## config.mk

```make
export PLATFORM = sky130hd
export DESIGN_NAME = init_seq
export DESIGN_NICKNAME = d
export VERILOG_FILES = /design/src/rtl/init_seq_pkg.sv /design/src/rtl/init_seq_rom.sv /design/src/rtl/init_seq_delay.sv /design/src/rtl/init_seq_subst.sv /design/src/rtl/init_seq.sv
export SDC_FILE = /design/constraint.sdc
export NUM_CORES = 1
export LEC_CHECK = 0
export ABC_CLOCK_PERIOD_IN_PS = 8800
export BUFFER_PORTS_ARGS = -buffer_cell sky130_fd_sc_hd__buf_4
export CAP_MARGIN = 15
export CELL_PAD_IN_SITES_DETAIL_PLACEMENT = 2
export CELL_PAD_IN_SITES_GLOBAL_PLACEMENT = 2
export CORE_MARGIN = 2
export CORE_UTILIZATION = 35
export CTS_BUF_LIST = sky130_fd_sc_hd__clkbuf_4 sky130_fd_sc_hd__clkbuf_8 sky130_fd_sc_hd__clkbuf_16
export DETAILED_ROUTE_END_ITERATION = 6
export PLACE_DENSITY = 0.86
export SLEW_MARGIN = 25
export SYNTH_ARGS = -nofsm -noshare
export SYNTH_HDL_FRONTEND = slang
export SYNTH_SLANG_ARGS = --single-unit
```

## constraint.sdc

```tcl
create_clock -name clk -period 8.8 [get_ports clk]
set_input_delay 0.44 -clock clk [delete_from_list [all_inputs] [get_ports clk]]
set_output_delay 0.44 -clock clk [all_outputs]
set_load 0.01 [all_outputs]
```

## src/rtl/init_seq_pkg.sv

```systemverilog
package init_seq_pkg;

  typedef enum logic [1:0] {K_WRITE, K_DELAY, K_SUBST, K_END} kind_e;
  typedef enum logic [1:0] {LAY_512X16, LAY_1GX16, LAY_512X32, LAY_1GX32} layout_e;

  typedef struct packed {
    kind_e       kind;
    logic [15:0] off;
    logic [31:0] val;
  } entry_t;

  localparam logic [31:0] GATE1_KEY = 32'h1688_A8A8;
  localparam logic [31:0] GATE2_KEY = 32'hFC60_0309;
  localparam logic [31:0] GATE_OPEN = 32'h0000_0001;

  function automatic layout_e decode_layout(input logic [31:0] cfg);
    layout_e l;
    unique case (cfg[3:2])
      2'd2:    l = cfg[6] ? LAY_1GX16 : LAY_512X32;
      2'd3:    l = LAY_1GX32;
      default: l = LAY_512X16;
    endcase
    return l;
  endfunction

  function automatic logic [31:0] subst_value(input layout_e l, input logic [31:0] tbl,
                                              input logic [31:0] merge);
    logic [31:0] base;
    case (l)
      LAY_1GX16: base = 32'h0000_0D89;
      LAY_1GX32: base = 32'h0000_0C8D;
      default:   base = tbl;
    endcase
    return base | {26'd0, merge[3:2], 4'd0};
  endfunction

endpackage

```

## src/rtl/init_seq_rom.sv

```systemverilog
module init_seq_rom
  import init_seq_pkg::*;
#(
  parameter int IDXW = 4
) (
  input  logic [IDXW-1:0] idx,
  output entry_t          ent
);
  always_comb begin
    ent = '{kind: K_END, off: 16'h0, val: 32'h0};
    case (int'(idx))
      0:  ent = '{kind: K_WRITE, off: 16'h0000, val: 32'h0A1B_2C3D};
      1:  ent = '{kind: K_WRITE, off: 16'h0040, val: 32'h00C0_FFEE};
      2:  ent = '{kind: K_DELAY, off: 16'h0000, val: 32'd2};
      3:  ent = '{kind: K_SUBST, off: 16'h0004, val: 32'h0000_0400};
      4:  ent = '{kind: K_WRITE, off: 16'h0018, val: 32'h1357_2468};
      5:  ent = '{kind: K_WRITE, off: 16'h0020, val: 32'h0000_BEEF};
      6:  ent = '{kind: K_DELAY, off: 16'h0000, val: 32'd1};
      7:  ent = '{kind: K_WRITE, off: 16'h0030, val: 32'h0000_0006};
      8:  ent = '{kind: K_WRITE, off: 16'h0030, val: 32'h0000_0002};
      9:  ent = '{kind: K_WRITE, off: 16'h0008, val: 32'h8000_0001};
      default: ent = '{kind: K_END, off: 16'h0, val: 32'h0};
    endcase
  end
endmodule

```

## src/rtl/init_seq_delay.sv

```systemverilog
module init_seq_delay #(
  parameter int CYC_PER_US = 50,
  parameter int REPS       = 15,
  parameter int CW         = 16
) (
  input  logic          clk,
  input  logic          rst_n,
  input  logic          load,
  input  logic [CW-1:0] count_us,
  output logic          busy,
  output logic          fin
);
  localparam int CYCW = (CYC_PER_US > 1) ? $clog2(CYC_PER_US) : 1;
  localparam int REPW = (REPS > 1) ? $clog2(REPS) : 1;

  logic [CYCW-1:0] cyc_q;
  logic [CW-1:0]   us_q, cnt_q;
  logic [REPW-1:0] rep_q;
  logic            zero_q;
  logic            last_tick;

  assign last_tick = (cyc_q == '0) && (us_q == CW'(1)) && (rep_q == '0);
  assign fin       = busy && (zero_q || last_tick);

  always_ff @(posedge clk) begin
    if (!rst_n) begin
      busy   <= 1'b0;
      zero_q <= 1'b0;
      cyc_q  <= '0;
      us_q   <= '0;
      cnt_q  <= '0;
      rep_q  <= '0;
    end else if (load) begin
      busy   <= 1'b1;
      zero_q <= (count_us == '0);
      cyc_q  <= CYCW'(CYC_PER_US - 1);
      us_q   <= count_us;
      cnt_q  <= count_us;
      rep_q  <= REPW'(REPS - 1);
    end else if (busy) begin
      if (fin) begin
        busy <= 1'b0;
      end else if (cyc_q == '0) begin
        cyc_q <= CYCW'(CYC_PER_US - 1);
        if (us_q == CW'(1)) begin
          us_q  <= cnt_q;
          rep_q <= rep_q - 1'b1;
        end else begin
          us_q <= us_q - 1'b1;
        end
      end else begin
        cyc_q <= cyc_q - 1'b1;
      end
    end
  end
endmodule

```

## src/rtl/init_seq_subst.sv

```systemverilog
module init_seq_subst
  import init_seq_pkg::*;
(
  input  logic        clk,
  input  logic        rst_n,
  input  logic        cap,
  input  logic [31:0] cfg_word,
  input  logic [31:0] tbl_val,
  input  logic [31:0] merge_word,
  output layout_e     layout,
  output logic [31:0] value
);
  always_ff @(posedge clk) begin
    if (!rst_n)   layout <= LAY_512X16;
    else if (cap) layout <= decode_layout(cfg_word);
  end

  assign value = subst_value(layout, tbl_val, merge_word);
endmodule

```

## src/rtl/init_seq.sv

```systemverilog
module init_seq
  import init_seq_pkg::*;
#(
  parameter int          AW         = 20,
  parameter logic [31:0] BASE_ADDR  = 32'h0001_0000,
  parameter logic [31:0] GATE1_ADDR = 32'h0001_2000,
  parameter logic [31:0] GATE2_ADDR = 32'h0001_0000,
  parameter logic [31:0] CFG_ADDR   = 32'h0001_0004,
  parameter logic [31:0] MERGE_ADDR = 32'h0001_2070,
  parameter int          CYC_PER_US = 50,
  parameter int          DLY_REPS   = 15,
  parameter int          TBL_DEPTH  = 16
) (
  input  logic          clk,
  input  logic          rst_n,
  input  logic          start,
  output logic [AW-1:0] bus_addr,
  output logic [31:0]   bus_wdata,
  output logic          bus_wr,
  output logic          bus_rd,
  input  logic [31:0]   bus_rdata,
  input  logic          bus_ready,
  output logic          done
);
  localparam int IDXW = (TBL_DEPTH > 1) ? $clog2(TBL_DEPTH) : 1;

  typedef enum logic [3:0] {
    S_IDLE, S_G1_WR, S_G1_POLL, S_G2_WR, S_G2_POLL, S_CFG_RD,
    S_FETCH, S_ENT_WR, S_MRG_RD, S_DLY, S_DONE
  } state_e;

  state_e          state_q;
  logic [IDXW-1:0] idx_q;
  logic [15:0]     off_q;
  logic [31:0]     wdata_q, tval_q;
  entry_t          ent;
  logic [31:0]     sub_val;
  layout_e         layout;

  logic dly_busy, dly_fin, dly_load, cfg_cap, gate_ok, xfer;

  assign xfer     = (bus_wr || bus_rd) && bus_ready;
  assign gate_ok  = bus_ready && (bus_rdata == GATE_OPEN);
  assign cfg_cap  = (state_q == S_CFG_RD) && bus_ready;
  assign dly_load = (state_q == S_FETCH) && (ent.kind == K_DELAY);

  init_seq_rom #(.IDXW(IDXW)) u_rom (.idx(idx_q), .ent(ent));

  init_seq_delay #(.CYC_PER_US(CYC_PER_US), .REPS(DLY_REPS), .CW(16)) u_dly (
    .clk(clk), .rst_n(rst_n), .load(dly_load), .count_us(ent.val[15:0]),
    .busy(dly_busy), .fin(dly_fin)
  );

  init_seq_subst u_sub (
    .clk(clk), .rst_n(rst_n), .cap(cfg_cap), .cfg_word(bus_rdata),
    .tbl_val(tval_q), .merge_word(bus_rdata), .layout(layout), .value(sub_val)
  );

  always_ff @(posedge clk) begin
    if (!rst_n) begin
      state_q <= S_IDLE;
      idx_q   <= '0;
      off_q   <= '0;
      wdata_q <= '0;
      tval_q  <= '0;
    end else begin
      unique case (state_q)
        S_IDLE, S_DONE: if (start) begin
          state_q <= S_G1_WR;
          idx_q   <= '0;
        end
        S_G1_WR:   if (bus_ready) state_q <= S_G1_POLL;
        S_G1_POLL: if (gate_ok)   state_q <= S_G2_WR;
        S_G2_WR:   if (bus_ready) state_q <= S_G2_POLL;
        S_G2_POLL: if (gate_ok)   state_q <= S_CFG_RD;
        S_CFG_RD:  if (bus_ready) state_q <= S_FETCH;
        S_FETCH: begin
          off_q <= ent.off;
          unique case (ent.kind)
            K_WRITE: begin wdata_q <= ent.val; state_q <= S_ENT_WR; end
            K_SUBST: begin tval_q  <= ent.val; state_q <= S_MRG_RD; end
            K_DELAY: state_q <= S_DLY;
            K_END:   state_q <= S_DONE;
          endcase
        end
        S_MRG_RD: if (bus_ready) begin
          wdata_q <= sub_val;
          state_q <= S_ENT_WR;
        end
        S_ENT_WR: if (bus_ready) begin
          idx_q   <= idx_q + 1'b1;
          state_q <= S_FETCH;
        end
        S_DLY: if (dly_fin) begin
          idx_q   <= idx_q + 1'b1;
          state_q <= S_FETCH;
        end
        default: state_q <= S_IDLE;
      endcase
    end
  end

  always_comb begin
    bus_wr    = 1'b0;
    bus_rd    = 1'b0;
    bus_addr  = '0;
    bus_wdata = wdata_q;
    unique case (state_q)
      S_G1_WR:   begin bus_wr = 1'b1; bus_addr = AW'(GATE1_ADDR); bus_wdata = GATE1_KEY; end
      S_G1_POLL: begin bus_rd = 1'b1; bus_addr = AW'(GATE1_ADDR); end
      S_G2_WR:   begin bus_wr = 1'b1; bus_addr = AW'(GATE2_ADDR); bus_wdata = GATE2_KEY; end
      S_G2_POLL: begin bus_rd = 1'b1; bus_addr = AW'(GATE2_ADDR); end
      S_CFG_RD:  begin bus_rd = 1'b1; bus_addr = AW'(CFG_ADDR); end
      S_MRG_RD:  begin bus_rd = 1'b1; bus_addr = AW'(MERGE_ADDR); end
      S_ENT_WR:  begin bus_wr = 1'b1; bus_addr = AW'(BASE_ADDR + {16'd0, off_q}); end
      default: ;
    endcase
  end

  assign done = (state_q == S_DONE);

endmodule


```

# [Word-level counts from Yosys, hierarchy flattened]
# Memory sizes are Yosys's and may differ from the RTL's. A register that Yosys moved wholly into a read port is not among the register bits.
# Index checks and enable logic that the tools add are counted.
[classes] muxes=43 n_eq_ne=30 add_sub_neg=5 n_bitwise=3 n_reduce_logical=33
[op_table] cell="case mux 32 bit (2 select lines)" count=3
[op_table] cell="case mux 18 bit (5 select lines)" count=1
[op_table] cell="2-to-1 mux 16 bit" count=5
[op_table] cell="2-to-1 mux 4 bit" count=18
[op_table] cell="2-to-1 mux 32 bit" count=2
[op_table] cell="case mux 4 bit (9 select lines)" count=1
[op_table] cell="equality test 32 x 1 -> 1 bit, second input constant" count=1
[op_table] cell="bitwise OR 32 x 6 -> 32 bit" count=1
[op_table] cell="2-to-1 mux 6 bit" count=4
[op_table] cell="adder 17 x 16 -> 18 bit, first input constant" count=1
[op_table] cell="equality test 16 x 1 -> 1 bit, second input constant" count=1
[op_table] cell="equality test 4 x 3 -> 1 bit, second input constant" count=4
[op_table] cell="logical NOT 16 bit" count=1
[op_table] cell="!= test 2 bit, second input constant" count=8
[op_table] cell="case mux 4 bit (4 select lines)" count=1
[op_table] cell="subtractor 16 x 1 -> 16 bit, second input constant" count=1
[op_table] cell="equality test 4 bit, second input constant" count=3
[op_table] cell="case mux 4 bit (3 select lines)" count=1
[op_table] cell="AND reduction 4 bit" count=3
[op_table] cell="equality test 2 bit, second input constant" count=5
[op_table] cell="OR reduction 2 bit" count=5
[op_table] cell="equality test 4 x 2 -> 1 bit, second input constant" count=2
[op_table] cell="logical NOT 4 bit" count=2
[op_table] cell="AND reduction 8 bit" count=1
[op_table] cell="20 further kinds" count=39
[totals] register_bits=134 memories=1 input_bits=36 rom_bits=560 out_inout_bits=55
[memory_table] memory="(no name shown)" words=16 word_bits=35 read_ports=1 rd_ports_with_merged_regs=1 wr=0 line="init_seq_rom.sv:11" rtl="case (int'(idx))"

# [Depth between registers and ports, before layout]
[logic_depth] word_depth=9 depth_mapped=13 ltp_nobuf=13

# [Hierarchy]
# Synthesis repeated with hierarchy kept, for this count alone.
[hier_totals] cells_unflattened=963 hier_area_um2=7827.5
[by_module_without_submodules] module="init_seq" seq_area_each_um2=1761.7 n_inst=1 cells_per_inst=542 area_per_inst_um2=4554.4
[by_module_without_submodules] module="init_seq_delay" seq_area_each_um2=880.8 n_inst=1 cells_per_inst=297 area_per_inst_um2=2408.6
[by_module_without_submodules] module="init_seq_rom" seq_area_each_um2=0.0 n_inst=1 cells_per_inst=78 area_per_inst_um2=545.5
[by_module_without_submodules] module="init_seq_subst" seq_area_each_um2=40.0 n_inst=1 cells_per_inst=46 area_per_inst_um2=319.1

# [Worst setup path before layout]
# No wires, ideal clock.
[synth_timing] kind="reg2reg" start="reg u_dly.us_q[1]" end="reg u_rom.ent[0] (netlist name)" required_ps=8673 n_path_buf=0 period_less_slack_ps=2990 arrival_ps=2864 stages_incl_launch_ff=12 setup_slack_ps=5810 path_cell_list="dfxtp_1 > inv_1 > ha_1 > nor4b_1 > nand4b_2 > o31a_4 > nor2_2 > mux2i_1 > inv_1 > ha_1 > and3_4 > or3_1"
[synth_via] elab_chain_len=9
[synth_rtl] item="from (decl)" line="init_seq_delay.sv:17" rtl="logic [CW-1:0] us_q, cnt_q;"
[synth_rtl] item="from (signal assigned)" line="init_seq_delay.sv:37" rtl="us_q <= count_us;"
[synth_rtl] item="from (signal assigned)" line="init_seq_delay.sv:46" rtl="us_q <= cnt_q;"
[synth_rtl] item="from (signal assigned)" line="init_seq_delay.sv:49" rtl="us_q <= us_q - 1'b1;"
[synth_rtl] item="equality test 16 x 1 -> 1 bit" line="init_seq_delay.sv:22" rtl="assign last_tick = (cyc_q == '0) && (us_q == CW'(1)) && (rep_q == '0);"
[synth_rtl] item="logical AND 1 bit (2 in a row)" line="init_seq_delay.sv:22"
[synth_rtl] item="logical OR 1 bit" line="init_seq_delay.sv:23" rtl="assign fin = busy && (zero_q || last_tick);"
[synth_rtl] item="logical AND 1 bit" line="init_seq_delay.sv:23"
[synth_rtl] item="!= test 2 bit (no line)"
[synth_rtl] item="AND reduction 4 bit (no line)"
[synth_rtl] item="2-to-1 mux 4 bit (no line) (2 in a row)"
# Every way passes these cells.
# A chain may end at the register's enable or synchronous reset.

# [Worst setup path after layout]
[layout_timing] start="reg state_q[3]" end="reg u_rom.ent[0] (netlist name)"
[layout_via] elab_chain_len=6
[layout_rtl] item="from (decl)" line="init_seq.sv:32" rtl="state_e state_q;"
[layout_rtl] item="from (signal assigned)" line="init_seq.sv:61" rtl="state_q <= S_IDLE;"
[layout_rtl] item="from (signal assigned)" line="init_seq.sv:69" rtl="state_q <= S_G1_WR;"
[layout_rtl] item="from (signal assigned)" line="init_seq.sv:72" rtl="S_G1_WR: if (bus_ready) state_q <= S_G1_POLL;"
[layout_rtl] item="equality test 4 bit or logical NOT 4 bit (tied branches)" line="init_seq.sv:67" rtl="unique case (state_q)"
[layout_rtl] item="OR reduction 2 bit" line="init_seq.sv:67"
[layout_rtl] item="!= test 2 bit (no line) or nonzero test 3 bit (tied branches)"
[layout_rtl] item="AND reduction 4 bit (no line)"
[layout_rtl] item="2-to-1 mux 4 bit (no line) * (2 in a row)"
# Mark *: on every way between the ends. The rest lies on a longest branch, timed or not.

==> key figures <==
Synth
  – Post-synthesis mux area share: 1.44%
  – Prevailing post-synth register cell: dfxtp_1
  – Synth top area share: 38.2%
  – Seq cells post-synth: 106
  – Synth cell count leaders: 120 x nand2_1, 106 x dfxtp_1, 83 x a21oi_1
  – Count of cell types in the netlist: 65
  – Largest area contributor in the netlist: dfxtp_1
  – Main combinational cell family by area after synthesis: simple AND/OR/NAND/NOR gates
  – Register area share after synthesis: 38.2%
  – Synth async-reset ratio: 0%
  – Number of flops mapped to enable cells by yosys: 0
  – Xor/xnor share of the synthesized area: 2.05%
  – Most common cell in the synthesized netlist: nand2_1
  – Yosys warning total: 0
  – Syn_area_per_cell: 7.60 um^2
  – Synth top area cells: dfxtp_1 38%, nand2_1 8.1%, a21oi_1 7.5%
  – Post-Syn Instances: 731
  – Post-Synth Simple-Gate Area: 29.7%
  – Post-synthesis adder-cell area fraction: 2.93%
  – Post-Syn Area: 0.00556 mm^2
  – Synth Area in Compound Gates: 18.7%

Timing
  – Max-slew violation count: 0
  – Final Hold Fails: 0
  – Slew of the pin with the lowest slew margin: 1.08 ns
  – Fmax: 271 MHz
  – Period utilization: 42.0%
  – Setup total negative slack: 0 ns
  – Clock skew: 0.0118 ns
  – Final setup violation count: 0
  – Worst rel slew slack: 28.1%
  – RSZ-0062 raised after global routing: false
  – Fin crit period: 3.70 ns

Global route
  – Overflow after GRT: 0
  – Initial antenna violation count: 0
  – Gr usage total: 23.9%
  – First-pass GRT wire length: 31500 um
  – Pin count of the biggest net entering global routing: 51
  – Vias in the first global route: 5896

Pwr
  – Pwr dens: 204 mW/mm^2
  – Clk network pwr share: 33.0%
  – Int Power: 894 uW
  – Sw Ratio: 32.5%
  – Peak supply drop: 0.115 mV
  – Comb pwr share: 25.3%
  – Static leakage: 2.71 nW
  – Sequential Power Share: 41.7%
  – NetSw: 430 uW

Clock tree
  – Root Buffer: clkbuf_16
  – Num CTS Buffers: 9
  – Post_cts resized: 0
  – Post-CTS Setup Bufs: 0
  – Clk_lat worst skew: 0.36 ns
  – Htree depth: 3
  – Maximum root-to-sink buffer count: 2
  – Sink Count: 106
  – CTS clk-pin slew, worst paths: 0.07 ns
  – TritonCTS clock tree: yes
  – Hold-fix buffers at CTS: 0

Place
  – DP Wirelength: 14100 um
  – PortBufs: 77
  – Routability cong.: 0.831
  – Placed cells: 979

Floorplan
  – Full die area: 0.0169 mm^2
  – Height of the die: 130 um
  – Die X: 130 um
  – Number of I/O pins: 91
  – Initial core utilization: 35.4%
  – FP Rows: 46
  – Core box area: 0.0157 mm^2

Final layout
  – Antenna diode count: 0
  – Area Overhead vs Synth: 17.0%
  – Fraction of layout instances using a drive strength above 1: 14.9%
  – Final net count: 823
  – Fin cells: 994

Route
  – Detail-routed via count per cell: 5.46
  – Final ANT Viol Nets: 0
  – DRC: 0
  – Pre-Repair DR Iteration Count: 4
  – Vias after detailed routing: 5429
  – DRT iter0 DRCs: 261
  – Final WL: 19800 um
  – WL per Instance: 19.9 um

Critical path
  – Crit path DAT: 3.93 ns
  – CP startpoint kind: register
  – Nature of the critical path endpoint: register
  – Required @ worst endpoint: 9.04 ns
  – CP Max Fanout: 22
  – Crit Path Category: register to register

Worst hold path
  – Hold WC Path Type: input pin to register

Run status
  – Status: finished, final reports clean

Flow run
  – Maxcap violations: 0
kinds of logic after synthesis:
| family | after synthesis |
|---|---|
| AND/OR/NAND/NOR | 339 |
| AO/OA/AOI/OAI | 167 |
| flip-flops | 106 |
| buffers and inverters | 84 |
| adder cells (fa/ha/maj) | 13 |
| XOR/XNOR | 13 |
| multiplexers | 8 |
| other | 1 |
through the flow:
step           power (mW)  setup WS [ns]  instance area, um^2  utilization [%]  hold slack (ns)
2_1_floorplan       0.745           5.81                 5600                -            0.417
3_3_place_gp        0.881           5.47                 6190             39.4            0.438
3_5_place_dp        0.897           5.26                 6190             39.4            0.453
4_1_cts              1.34           5.20                 6500             41.4            0.378
5_1_grt              1.39           4.98                 6500             41.4            0.388
6_report             1.32           5.10                 6500             41.4            0.388
power groups by stage:
stage	registers (mW)	clock network, mW	logic [mW]
floorplan	0.524	0	0.220
detailed placement	0.562	0	0.336
CTS	0.551	0.445	0.339
finish	0.552	0.437	0.335
global placement	0.558	0	0.323
global route	0.557	0.462	0.369
cells in the final DEF (no fill, tap or decap), drive strengths merged, types with 7 or more instances in the layout:
cell / count
a211oi: 14
and2: 12
clkbuf: 10
and3: 19
nand2b: 9
or3: 11
nor2b: 8
a31oi: 7
buf: 82
conb: 13
o21ai: 24
ha: 13
nand2: 120
a21oi: 83
dfxtp: 106
nand3: 13
nor2: 80
inv: 23
nor3: 30
mux2i: 8
nor4: 14
xor2: 7
per-layer routing:
metal,GRT usage (%),up-vias,part of all wire (%),wire length (um)
met5,0,-,0,0
met4,8.10,0,1.9,372
met3,2.71,27,2.9,578
met2,41.9,78,51,10200
met1,30.5,2741,44,8670
li1,-,2583,-,-
sequential cells by signal, indices dropped and copies added, names as in the netlist, 5 cells and up:
register and count:
u_dly.cnt_q 10, u_dly.cyc_q 6, u_dly.us_q 16, off_q 5, wdata_q 19, u_rom.ent 20
tval_q 14
critical path: stages, from the launching register on:
cell	delay, ns
dfxtp_1	0.78
nand2b_1	0.27
a211oi_1	0.54
o31a_4	0.31
nor2_2	0.08
mux2i_1	0.49
inv_1	0.22
ha_1	0.32
and3_4	0.18
or3_1	0.37
layout make-up:
class / instances / area [um^2]
clock buffer: 10 / 233
sequential: 106 / 2120
multi-input combinational: 553 / 3100
clock inverter: 5 / 78.8
inverter: 22 / 82.6
timing repair buffer: 82 / 616
fill: 1811 / 9210
tap: 216 / 270
worst paths after layout:
check / startpoint / endpoint / slack, ns / depth (start not counted)
setup / recovery: state_q[3]$_SDFFE_PN0P_ / u_rom.ent[0]$_DFF_P_ / 5.10 / 9
hold / removal: bus_rdata[3] / u_sub.layout[1]$_SDFFE_PN0P_ / 0.39 / 3
setup reg to reg: state_q[3]$_SDFFE_PN0P_ / u_rom.ent[0]$_DFF_P_ / 5.10 / 9
hold reg to reg: u_rom.ent[34]$_SDFF_PP0_ / off_q[2]$_SDFFE_PN0P_ / 0.45 / 2
Note: power is estimated with default switching activity, not from simulation.
